`src/rtl/stx_pkg.sv`:
```
// Shared types and helpers for the serial character transmitter.
// Assumes a fixed 8-bit character field with a 2-bit length code.
package stx_pkg;
    localparam int CHAR_W   = 8;
    localparam int MIN_BITS = CHAR_W - 3;
    localparam int CTRL_W   = 7;
    localparam int BRK_BIT  = 6;

    typedef enum logic [2:0] {
        PH_IDLE,
        PH_START,
        PH_DATA,
        PH_PARITY,
        PH_STOP
    } phase_t;

    typedef struct packed {
        logic [1:0] len_sel;
        logic       long_stop;
        logic       par_en;
        logic       par_even;
        logic       par_stick;
    } frame_cfg_t;

    // Split the control word into frame fields.
    function automatic frame_cfg_t decode_cfg(input logic [CTRL_W-1:0] w);
        frame_cfg_t c;
        c.len_sel   = w[1:0];
        c.long_stop = w[2];
        c.par_en    = w[3];
        c.par_even  = w[4];
        c.par_stick = w[5];
        return c;
    endfunction

    // Parity bit for the active data bits of a character.
    function automatic logic calc_parity(input frame_cfg_t c, input logic [CHAR_W-1:0] d);
        logic acc;
        acc = 1'b0;
        for (int i = 0; i < CHAR_W; i++) begin
            if (i < MIN_BITS + int'(c.len_sel)) acc = acc ^ d[i];
        end
        if (c.par_stick) return ~c.par_even;
        return c.par_even ? acc : ~acc;
    endfunction
endpackage

```
`src/rtl/stx_hold.sv`:
```
// One-entry holding stage. Captures a character and its decoded format
// on load while empty, and releases it on take. It assumes that take is
// only raised while the stage holds a character.
module stx_hold
    import stx_pkg::*;
(
    input  logic              clk,
    input  logic              rst_n,
    input  logic              load,
    input  logic [CHAR_W-1:0] load_data,
    input  logic [CTRL_W-1:0] load_ctrl,
    input  logic              take,
    output logic              valid,
    output logic [CHAR_W-1:0] data_q,
    output frame_cfg_t        cfg_q
);
    logic accept;

    assign accept = load && !valid;

    // Occupancy flag: set on an accepted load, cleared when taken.
    always_ff @(posedge clk) begin
        if (!rst_n)      valid <= 1'b0;
        else if (accept) valid <= 1'b1;
        else if (take)   valid <= 1'b0;
    end

    // Payload capture: data and format are sampled together.
    always_ff @(posedge clk) begin
        if (!rst_n) begin
            data_q <= '0;
            cfg_q  <= '0;
        end else if (accept) begin
            data_q <= load_data;
            cfg_q  <= decode_cfg(load_ctrl);
        end
    end
endmodule

```
`src/rtl/stx_tick_timer.sv`:
```
// Counts bit-rate enables inside one frame phase. The done output pulses
// on the enable that completes limit ticks. It assumes limit is at least 1.
module stx_tick_timer #(
    parameter int CNT_W = 6
) (
    input  logic             clk,
    input  logic             rst_n,
    input  logic             hold_zero,
    input  logic             tick,
    input  logic [CNT_W-1:0] limit,
    output logic             done
);
    logic [CNT_W-1:0] cnt_q;

    assign done = tick && !hold_zero && (cnt_q == limit - 1'b1);

    // Tick counter: held at zero when idle, wraps at phase end.
    always_ff @(posedge clk) begin
        if (!rst_n)                 cnt_q <= '0;
        else if (hold_zero || done) cnt_q <= '0;
        else if (tick)              cnt_q <= cnt_q + 1'b1;
    end
endmodule

```
`src/rtl/stx_shifter.sv`:
```
// Frame sequencer: start, data (LSB first), optional parity, stop. It takes
// a held character when idle, or on the last stop tick for back-to-back
// frames. The line output is the unbroken level; break is applied above.
module stx_shifter
    import stx_pkg::*;
#(
    parameter int TICKS_PER_BIT = 16
) (
    input  logic              clk,
    input  logic              rst_n,
    input  logic              tick,
    input  logic              hold_valid,
    input  logic [CHAR_W-1:0] hold_data,
    input  frame_cfg_t        hold_cfg,
    output logic              take,
    output logic              line,
    output logic              busy
);
    localparam int CNT_W = $clog2(2 * TICKS_PER_BIT + 1);
    localparam int IDX_W = $clog2(CHAR_W);
    localparam logic [CNT_W-1:0] T_BIT  = CNT_W'(TICKS_PER_BIT);
    localparam logic [CNT_W-1:0] T_HALF = CNT_W'(TICKS_PER_BIT + TICKS_PER_BIT / 2);
    localparam logic [CNT_W-1:0] T_TWO  = CNT_W'(2 * TICKS_PER_BIT);

    phase_t            phase_q;
    logic [CHAR_W-1:0] shreg_q;
    logic [IDX_W-1:0]  idx_q;
    logic [IDX_W-1:0]  last_q;
    logic              par_q;
    logic              par_en_q;
    logic [CNT_W-1:0]  stop_lim_q;
    logic [CNT_W-1:0]  limit;
    logic              done;
    logic              idle;
    logic [IDX_W-1:0]  ld_last;
    logic [CNT_W-1:0]  ld_stop;
    logic              ld_par;

    assign idle = (phase_q == PH_IDLE);
    assign busy = !idle;
    assign take = hold_valid && (idle || (phase_q == PH_STOP && done));

    // Per-phase tick budget: stop phase uses the captured stop length.
    assign limit = (phase_q == PH_STOP) ? stop_lim_q : T_BIT;

    // Values to capture from the holding stage at take.
    always_comb begin
        ld_last = IDX_W'(MIN_BITS - 1) + IDX_W'(hold_cfg.len_sel);
        ld_par  = calc_parity(hold_cfg, hold_data);
        if (!hold_cfg.long_stop)          ld_stop = T_BIT;
        else if (hold_cfg.len_sel == 2'd0) ld_stop = T_HALF;
        else                              ld_stop = T_TWO;
    end

    stx_tick_timer #(
        .CNT_W(CNT_W)
    ) u_timer (
        .clk      (clk),
        .rst_n    (rst_n),
        .hold_zero(idle),
        .tick     (tick),
        .limit    (limit),
        .done     (done)
    );

    // Phase sequencing and shift register update.
    always_ff @(posedge clk) begin
        if (!rst_n) begin
            phase_q    <= PH_IDLE;
            shreg_q    <= '0;
            idx_q      <= '0;
            last_q     <= '0;
            par_q      <= 1'b0;
            par_en_q   <= 1'b0;
            stop_lim_q <= T_BIT;
        end else if (take) begin
            phase_q    <= PH_START;
            shreg_q    <= hold_data;
            idx_q      <= '0;
            last_q     <= ld_last;
            par_q      <= ld_par;
            par_en_q   <= hold_cfg.par_en;
            stop_lim_q <= ld_stop;
        end else if (done) begin
            unique case (phase_q)
                PH_START: begin
                    phase_q <= PH_DATA;
                    idx_q   <= '0;
                end
                PH_DATA: begin
                    shreg_q <= shreg_q >> 1;
                    if (idx_q == last_q) phase_q <= par_en_q ? PH_PARITY : PH_STOP;
                    else                 idx_q   <= idx_q + 1'b1;
                end
                PH_PARITY: phase_q <= PH_STOP;
                PH_STOP:   phase_q <= PH_IDLE;
                default:   phase_q <= PH_IDLE;
            endcase
        end
    end

    // Unbroken line level for the current phase.
    always_comb begin
        unique case (phase_q)
            PH_START:  line = 1'b0;
            PH_DATA:   line = shreg_q[0];
            PH_PARITY: line = par_q;
            default:   line = 1'b1;
        endcase
    end
endmodule

```
`src/rtl/serial_char_tx.sv`:
```
// Top of the serial character transmitter. It joins the holding stage and
// the frame sequencer, and applies the live break override to the line.
// It assumes bit_tick is a single-cycle enable at 16x the bit rate.
module serial_char_tx
    import stx_pkg::*;
#(
    parameter int TICKS_PER_BIT = 16
) (
    input  logic              clk,
    input  logic              rst_n,
    input  logic              bit_tick,
    input  logic              load,
    input  logic [CHAR_W-1:0] load_data,
    input  logic [CTRL_W-1:0] line_ctrl,
    output logic              txd,
    output logic              busy,
    output logic              hold_empty
);
    logic              hold_valid;
    logic [CHAR_W-1:0] hold_data;
    frame_cfg_t        hold_cfg;
    logic              take;
    logic              shift_line;

    stx_hold u_hold (
        .clk      (clk),
        .rst_n    (rst_n),
        .load     (load),
        .load_data(load_data),
        .load_ctrl(line_ctrl),
        .take     (take),
        .valid    (hold_valid),
        .data_q   (hold_data),
        .cfg_q    (hold_cfg)
    );

    stx_shifter #(
        .TICKS_PER_BIT(TICKS_PER_BIT)
    ) u_shifter (
        .clk       (clk),
        .rst_n     (rst_n),
        .tick      (bit_tick),
        .hold_valid(hold_valid),
        .hold_data (hold_data),
        .hold_cfg  (hold_cfg),
        .take      (take),
        .line      (shift_line),
        .busy      (busy)
    );

    assign hold_empty = !hold_valid;
    assign txd        = shift_line && !line_ctrl[BRK_BIT];
endmodule

```
`config.mk`:
```
export PLATFORM = sky130hd
export DESIGN_NAME = serial_char_tx
export DESIGN_NICKNAME = d
export VERILOG_FILES = /design/src/rtl/stx_pkg.sv /design/src/rtl/stx_hold.sv /design/src/rtl/stx_tick_timer.sv /design/src/rtl/stx_shifter.sv /design/src/rtl/serial_char_tx.sv
export SDC_FILE = /design/constraint.sdc
export NUM_CORES = 1
export LEC_CHECK = 0
export ABC_AREA = 1
export BUFFER_PORTS_ARGS = -buffer_cell sky130_fd_sc_hd__buf_2
export CORE_MARGIN = 3
export CORE_UTILIZATION = 45
export CTS_CLUSTER_SIZE = 28
export DETAILED_ROUTE_END_ITERATION = 8
export GPL_ROUTABILITY_DRIVEN = 0
export PLACE_DENSITY_LB_ADDON = 0.05
export SETUP_SLACK_MARGIN = 0.4
export SYNTH_ARGS = -nofsm -noshare
export SYNTH_HDL_FRONTEND = slang
export SYNTH_SLANG_ARGS = --single-unit
```
`constraint.sdc`:
```
create_clock -name clk -period 3 [get_ports clk]
set_input_delay 0.45 -clock clk [delete_from_list [all_inputs] [get_ports clk]]
set_output_delay 0.45 -clock clk [all_outputs]
set_load 0.02 [all_outputs]
```
Yosys cells after proc, flatten, opt, wreduce, memory -nomap -nowiden
Index checks and enable logic that the tools add are counted.
W data, S select, Z words.
{"block": "totals", "ff_bits": 46, "inputBits": 19, "output_inout_bits": 3, "wordCells": 99}
{"block": "op_classes", "n_addsub": 5, "order_cmp": 8, "eq_ne": 9, "muxes": 28, "n_bitwise": 10, "n_reduce_logical": 23}
{"operator": "$lt A4 B32 Y1 const A", "n": 4}
{"operator": "$lt A3 B32 Y1 const A", "n": 2}
{"operator": "$lt A1 B32 Y1 const A", "n": 1}
{"operator": "$lt A2 B32 Y1 const A", "n": 1}
{"operator": "$mux W8", "n": 3}
{"operator": "$mux W6", "n": 3}
{"operator": "$mux W1", "n": 16}
{"operator": "$mux W3", "n": 3}
{"operator": "$pmux W3 S3", "n": 1}
{"operator": "$reduce_bool A2 Y1", "n": 4}
{"operator": "$xor A1 B1 Y1", "n": 7}
{"operator": "$add A6 B1 Y6 const B", "n": 1}
{"operator": "$eq A3 B2 Y1 const B", "n": 2}
{"operator": "$eq A6 B6 Y1", "n": 1}
{"operator": "$logic_and A1 B1 Y1", "n": 6}
{"operator": "$pmux W3 S2", "n": 1}
{"operator": "$reduce_and A2 Y1", "n": 3}
{"operator": "$sub A6 B1 Y6 const B", "n": 1}
{"operator": "$add A3 B2 Y4 const A", "n": 1}
{"operator": "$reduce_or A2 Y1", "n": 2}
{"operator": "$add A3 B1 Y3 const B", "n": 1}
{"operator": "$add A3 B2 Y3 const A", "n": 1}
{"operator": "$eq A3 B1 Y1 const B", "n": 1}
{"operator": "$eq A3 B3 Y1", "n": 1}
{"operator": "other kinds (11)", "n": 16}

Logic depth before layout (Yosys ltp)
{"block": "depth", "depth_word": 20, "depth_mapped": 15, "mapped_depth_nobuf": 15}

Hierarchy
A second synthesis with hierarchy kept.
{"block": "unflattened", "cells_unflattened": 354, "hier_area_um2": 2381.0}
{"module": "stx_shifter", "instances": 1, "cells_each": 172, "area_each_um2": 1214.9}
{"module": "stx_hold", "instances": 1, "cells_each": 97, "area_each_um2": 659.4}
{"module": "stx_tick_timer", "instances": 1, "cells_each": 82, "area_each_um2": 493.0}
{"module": "serial_char_tx", "instances": 1, "cells_each": 3, "area_each_um2": 13.8}

Worst setup path before layout
Ideal clock, no wire load.
{"block": "synth_path", "path_type": "flip-flop to flip-flop", "startpoint": "register u_shifter.phase_q[2]", "endpoint": "register u_shifter.last_q[0]", "t_arrival_ns": 2.010, "required_ns": 2.884, "slack_ns": 0.874, "stages_incl_launch_ff": 14, "path_buffers": 1, "path_cell_list": "dfxtp_1 inv_2 nor2_4 nand2_1 ha_1 xor2_1 nand3_1 nor2_4 nand2_2 nand2_4 nand2_4 buf_2 o21ai_0 nor2_1"}
{"block": "synth_between", "elab_chain_cells": 8, "elab_cells_between_ends": 11}
{"element": "start: declaration", "line_no": "stx_shifter.sv:25", "source": "phase_t phase_q;"}
{"element": "start signal: assignment", "line_no": "stx_shifter.sv:92", "source": "if (idx_q == last_q) phase_q <= par_en_q ? PH_PARITY : PH_STOP;"}
{"element": "$eq A3 B3 Y1", "line_no": "stx_shifter.sv:41, stx_shifter.sv:44"}
{"element": "$mux W6", "line_no": "stx_shifter.sv:44", "source": "assign limit = (phase_q == PH_STOP) ? stop_lim_q : T_BIT;"}
{"element": "$sub A6 B1 Y6", "line_no": "stx_tick_timer.sv:15", "source": "assign done = tick && !hold_zero && (cnt_q == limit - 1'b1);"}
{"element": "$eq A6 B6 Y1", "line_no": "stx_tick_timer.sv:15"}
{"element": "$logic_and A1 B1 Y1", "line_no": "stx_tick_timer.sv:15"}
{"element": "$logic_and A1 B1 Y1", "line_no": "stx_shifter.sv:41", "source": "assign take = hold_valid && (idle || (phase_q == PH_STOP && done));"}
{"element": "$logic_or A1 B1 Y1 *", "line_no": "stx_shifter.sv:41"}
{"element": "$logic_and A1 B1 Y1 *", "line_no": "stx_shifter.sv:41"}
{"element": "end signal: assignment", "line_no": "stx_shifter.sv:80", "source": "last_q <= ld_last;"}
{"element": "end: declaration", "line_no": "stx_shifter.sv:28", "source": "logic [IDX_W-1:0] last_q;"}
Mark *: on every way between the ends. The rest lies on a longest branch, timed or not.
A chain may end at the register's enable or synchronous reset.

Final worst setup path
{"block": "layout_path", "startpoint": "register u_shifter.phase_q[1]", "endpoint": "register u_shifter.par_q"}
{"block": "layout_between", "elab_chain_cells": 8, "elab_cells_between_ends": 11}
{"element": "$eq A3 B3 Y1", "line_no": "stx_shifter.sv:41, stx_shifter.sv:44"}
{"element": "$mux W6", "line_no": "stx_shifter.sv:44"}
{"element": "$sub A6 B1 Y6", "line_no": "stx_tick_timer.sv:15"}
{"element": "$eq A6 B6 Y1", "line_no": "stx_tick_timer.sv:15"}
{"element": "$logic_and A1 B1 Y1", "line_no": "stx_tick_timer.sv:15"}
{"element": "$logic_and A1 B1 Y1", "line_no": "stx_shifter.sv:41"}
{"element": "$logic_or A1 B1 Y1 *", "line_no": "stx_shifter.sv:41"}
{"element": "$logic_and A1 B1 Y1 *", "line_no": "stx_shifter.sv:41"}
{"element": "end signal: assignment", "line_no": "stx_shifter.sv:81", "source": "par_q <= ld_par;"}
{"element": "end: declaration", "line_no": "stx_shifter.sv:29", "source": "logic par_q;"}
Marked as above.

==> results.toml <==
[outcome]
outcome = "completed"

[timing]
rsz0062_at_grt = "false"
hold_viol_final = 0
fin_skew_ns = 0.00701
period_needed_ns = 2.32
worst_pin_slew_ns = 0.749
setup-violations-final = 0
whs_ns = 0.364
final.setup.tns_ns = 0
period_share_pct = 77.3
fin_ws_ns = 0.681
slew_headroom_pct = 49.9
slew_violations = 0
fmax_mhz = 431

[global_route]
grt.busiest_layer = "met2"
grt_pass1_wl_mm = 7.44
met2_usage_pct = 25.6
grt_usage_pct = 17.6
grt_max_degree = 25
antenna_found_initial = 0
grt_pass1_vias = 1649
met3_usage_pct = 4.19
overflow = 0
use_met1_pct = 25.5

[finish]
regArea_um2 = 861
finish.net_count = 340
fin_area_um2 = 2350
multi_input_area_um2 = 1100
insertedDiodeCount = 0
final.fill_count = 449
area_growth_pct = 12.8
drive_gt1_share_pct = 13.8

[yosys]
netlist_area_um2 = 2090
synth_nets = 315
yosys.area_share.simple_pct = 32.0
ys_top_cells_by_area = "dfxtp_1 41%, nand2_1 11%, nand3_1 7.2%"
synthCells = 293
synth-seq-area-share_pct = 41.2
yosys_register_bits = 43
syn_avg_cell_area_um2 = 7.12
yosysMostFrequentCell = "nand2_1"
synth_compound_area_share_pct = 11.7
synth_mux_area_share_pct = 0.480
yosysTopAreaCellShare_pct = 41.2
synth_common_cells = "63 x nand2_1, 43 x dfxtp_1, 40 x nor2_1"
ys_async_sr_fraction_pct = 0
ys_types = 28
yosys_warnings = 0
synth_edf_count = 0
synth_top_family_by_area = "simple AND/OR/NAND/NOR gates"
synth_xor_xnor_area_share_pct = 5.76
synth_top_area_cell = "dfxtp_1"
yosys.area_share.adder_pct = 1.80
synthFlopType = "dfxtp_1"

[die]
core-area_um2 = 4410
die_area_um2 = 5490
die_y_um = 74.1
io_pins = 22
initial_utilization_pct = 47.3
rows = 24
die_w_um = 74.1

[power]
ir_drop_mv = 0.278
power.leakage_nw = 1.05
power_density_nw_per_um2 = 498

[clock_tree]
cts.sinks = 43
clk_latency_ns = 0.30
clockBufferDepth = 2
path_clk_slew_ns = 0.08
htree_levels = 2
cts_tree = "built"
cts_root_buf = "clkbuf_8"
numCtsBuffers = 5

[flow_run]
max_cap_violations = 0

[worst_setup_path]
timing.rr.start = "u_shifter.phase_q[1]$_SDFFE_PP0P_"
crit_type = "reg -> reg"
worstPathRequired_ns = 3.20
cp_max_fo = 22
cp-endpoint = "u_shifter.par_q$_SDFFE_PN0N_"
crit_slowest_cell = "ha_1"
path_depth = 15
crit_buf_inv = 2
cp_top_family = "simple AND/OR/NAND/NOR gates"
rrSetupSlack_ns = 0.68
cp-end-kind = "flop"
arrival_ns = 2.52
cpPeakStageDelay_ns = 0.31
cp-startpoint = "u_shifter.phase_q[1]$_SDFFE_PP0P_"
reg2reg_to = "u_shifter.par_q$_SDFFE_PN0N_"
cp-start-kind = "flop"
reg2reg_depth = 15
crit_chain = "inv_1 -> nand2_4 -> nor2_4 -> nand2_1 -> ha_1 -> xor2_1 -> nand3_1 -> nor2_4 -> nand2_2 -> nand2_4 -> nand2_8 -> inv_4 -> nand2_1 -> nor2_1 -> nor2_1"

[worst_hold_path]
min_path_type = "in -> reg"
min_path_cells = 3

[routing]
detail_route.wl_per_cell_um = 11.8
detail-route-antenna-nets = 0
routed-via-count = 1834
drtIter0Drc = 137
drc = 0
wirelength_mm = 4.38
vias_per_cell = 4.94
drtPass1Iterations = 4

[place]
dp_hpwl_mm = 3.27
dp_slack_ns = 0.506
dpl_cell_area_um2 = 2230
io_buffers = 21
stage by stage:
| step | power (W) | std cells | utilization [%] |
|---|---|---|---|
| after floorplan | 0.000775 | 293 | - |
| after global placement | 0.000820 | 360 | 50.4 |
| after detailed placement | 0.000822 | 360 | 50.4 |
| after CTS | 0.00118 | 368 | 52.4 |
| after global routing | 0.00124 | 371 | 53.3 |
| final | 0.00117 | 371 | 53.3 |
kinds of logic after synthesis:
kind of cell             after synthesis
AND/OR/NAND/NOR                      150
AO/OA/AOI/OAI                         47
flip-flops                            43
buffers and inverters                 37
XOR/XNOR                              12
adder cells (fa/ha/maj)                3
multiplexers                           1
repair_timing:
item	4_1_cts	5_1_grt
gates resized for setup	0	5
hold buffers	0	0
buffers inserted	0	3
endpoints found under the setup margin	0	17
state kept, by name, summed over array words and instances, names as in the netlist:
signal,flops
u_shifter.idx_q,3
u_shifter.phase_q,3
u_hold.valid,1
u_hold.data_q,8
u_shifter.u_timer.cnt_q,6
u_shifter.par_en_q,1
u_shifter.par_q,1
u_shifter.stop_lim_q,3
u_hold.cfg_q,6
u_shifter.last_q,3
u_shifter.shreg_q,8
area by class of cell:
| class | instances | area share, % |
|---|---|---|
| well taps | 52 | 2.76 |
| flip-flops and latches | 43 | 36.6 |
| clock inverters | 2 | 0.531 |
| repair buffers | 24 | 5.42 |
| clock buffers | 6 | 3.08 |
| multi-input cells | 213 | 46.6 |
| inverters | 31 | 5.05 |
worst min path at each step:
| stage | start | end | slack [ns] |
|---|---|---|---|
| floorplan | u_shifter.stop_lim_q[4]$_SDFFE_PN1N_ | u_shifter.stop_lim_q[4]$_SDFFE_PN1N_ | 0.43 |
| global placement | u_hold.cfg_q[3]$_SDFFE_PN0P_ | u_hold.cfg_q[3]$_SDFFE_PN0P_ | 0.47 |
| detailed placement | u_hold.cfg_q[3]$_SDFFE_PN0P_ | u_hold.cfg_q[3]$_SDFFE_PN0P_ | 0.47 |
| CTS | line_ctrl[4] | u_hold.cfg_q[1]$_SDFFE_PN0P_ | 0.36 |
| global route | line_ctrl[3] | u_hold.cfg_q[2]$_SDFFE_PN0P_ | 0.37 |
| finish | load_data[7] | u_hold.data_q[7]$_SDFFE_PN0P_ | 0.36 |
layer usage:
layer  up-vias  wire length, um
li1        999                -
met1       801             2280
met2        26             1850
met3         8              162
met4         0               76
met5         -                0
where the power goes:
group          leakage [nW]  switching [W]  internal (W)
clock                0.0412       0.000197      0.000163
sequential            0.353      0.0000276      0.000609
combinational         0.659       0.000110     0.0000659
total                  1.05       0.000335      0.000837
cells in the final DEF (no fill, tap or decap):
cell / n
nand2_1: 62
dfxtp_1: 43
nor2_1: 39
nand3_1: 30
inv_1: 26
o21ai_0: 21
a21oi_1: 21
buf_2: 21
nand4_1: 7
xor2_1: 6
clkbuf_8: 5
xnor2_1: 4
nand2_4: 3
ha_1: 3
buf_4: 3
inv_2: 2
nor2_4: 2
nor3_1: 2
clkinv_1: 2
xor2_2: 2
o21ai_1: 2
a41oi_1: 1
and3_1: 1
nand2_2: 1
nand2_8: 1
inv_4: 1
nor2_2: 1
mux2i_1: 1
nor3b_1: 1
o21a_1: 1
a21o_1: 1
clkinv_2: 1
clkinvlp_4: 1
clkbuf_1: 1
worst reg2reg max path, delay by kind of cell, from the launching register on:
kind          cells  cell delay, ns
fa+ha+maj         1            0.31
flops             1            0.30
buf+inv           2            0.30
simple gates     11            1.18
xor+xnor          1            0.13
Power figures use the tool's default switching activity.
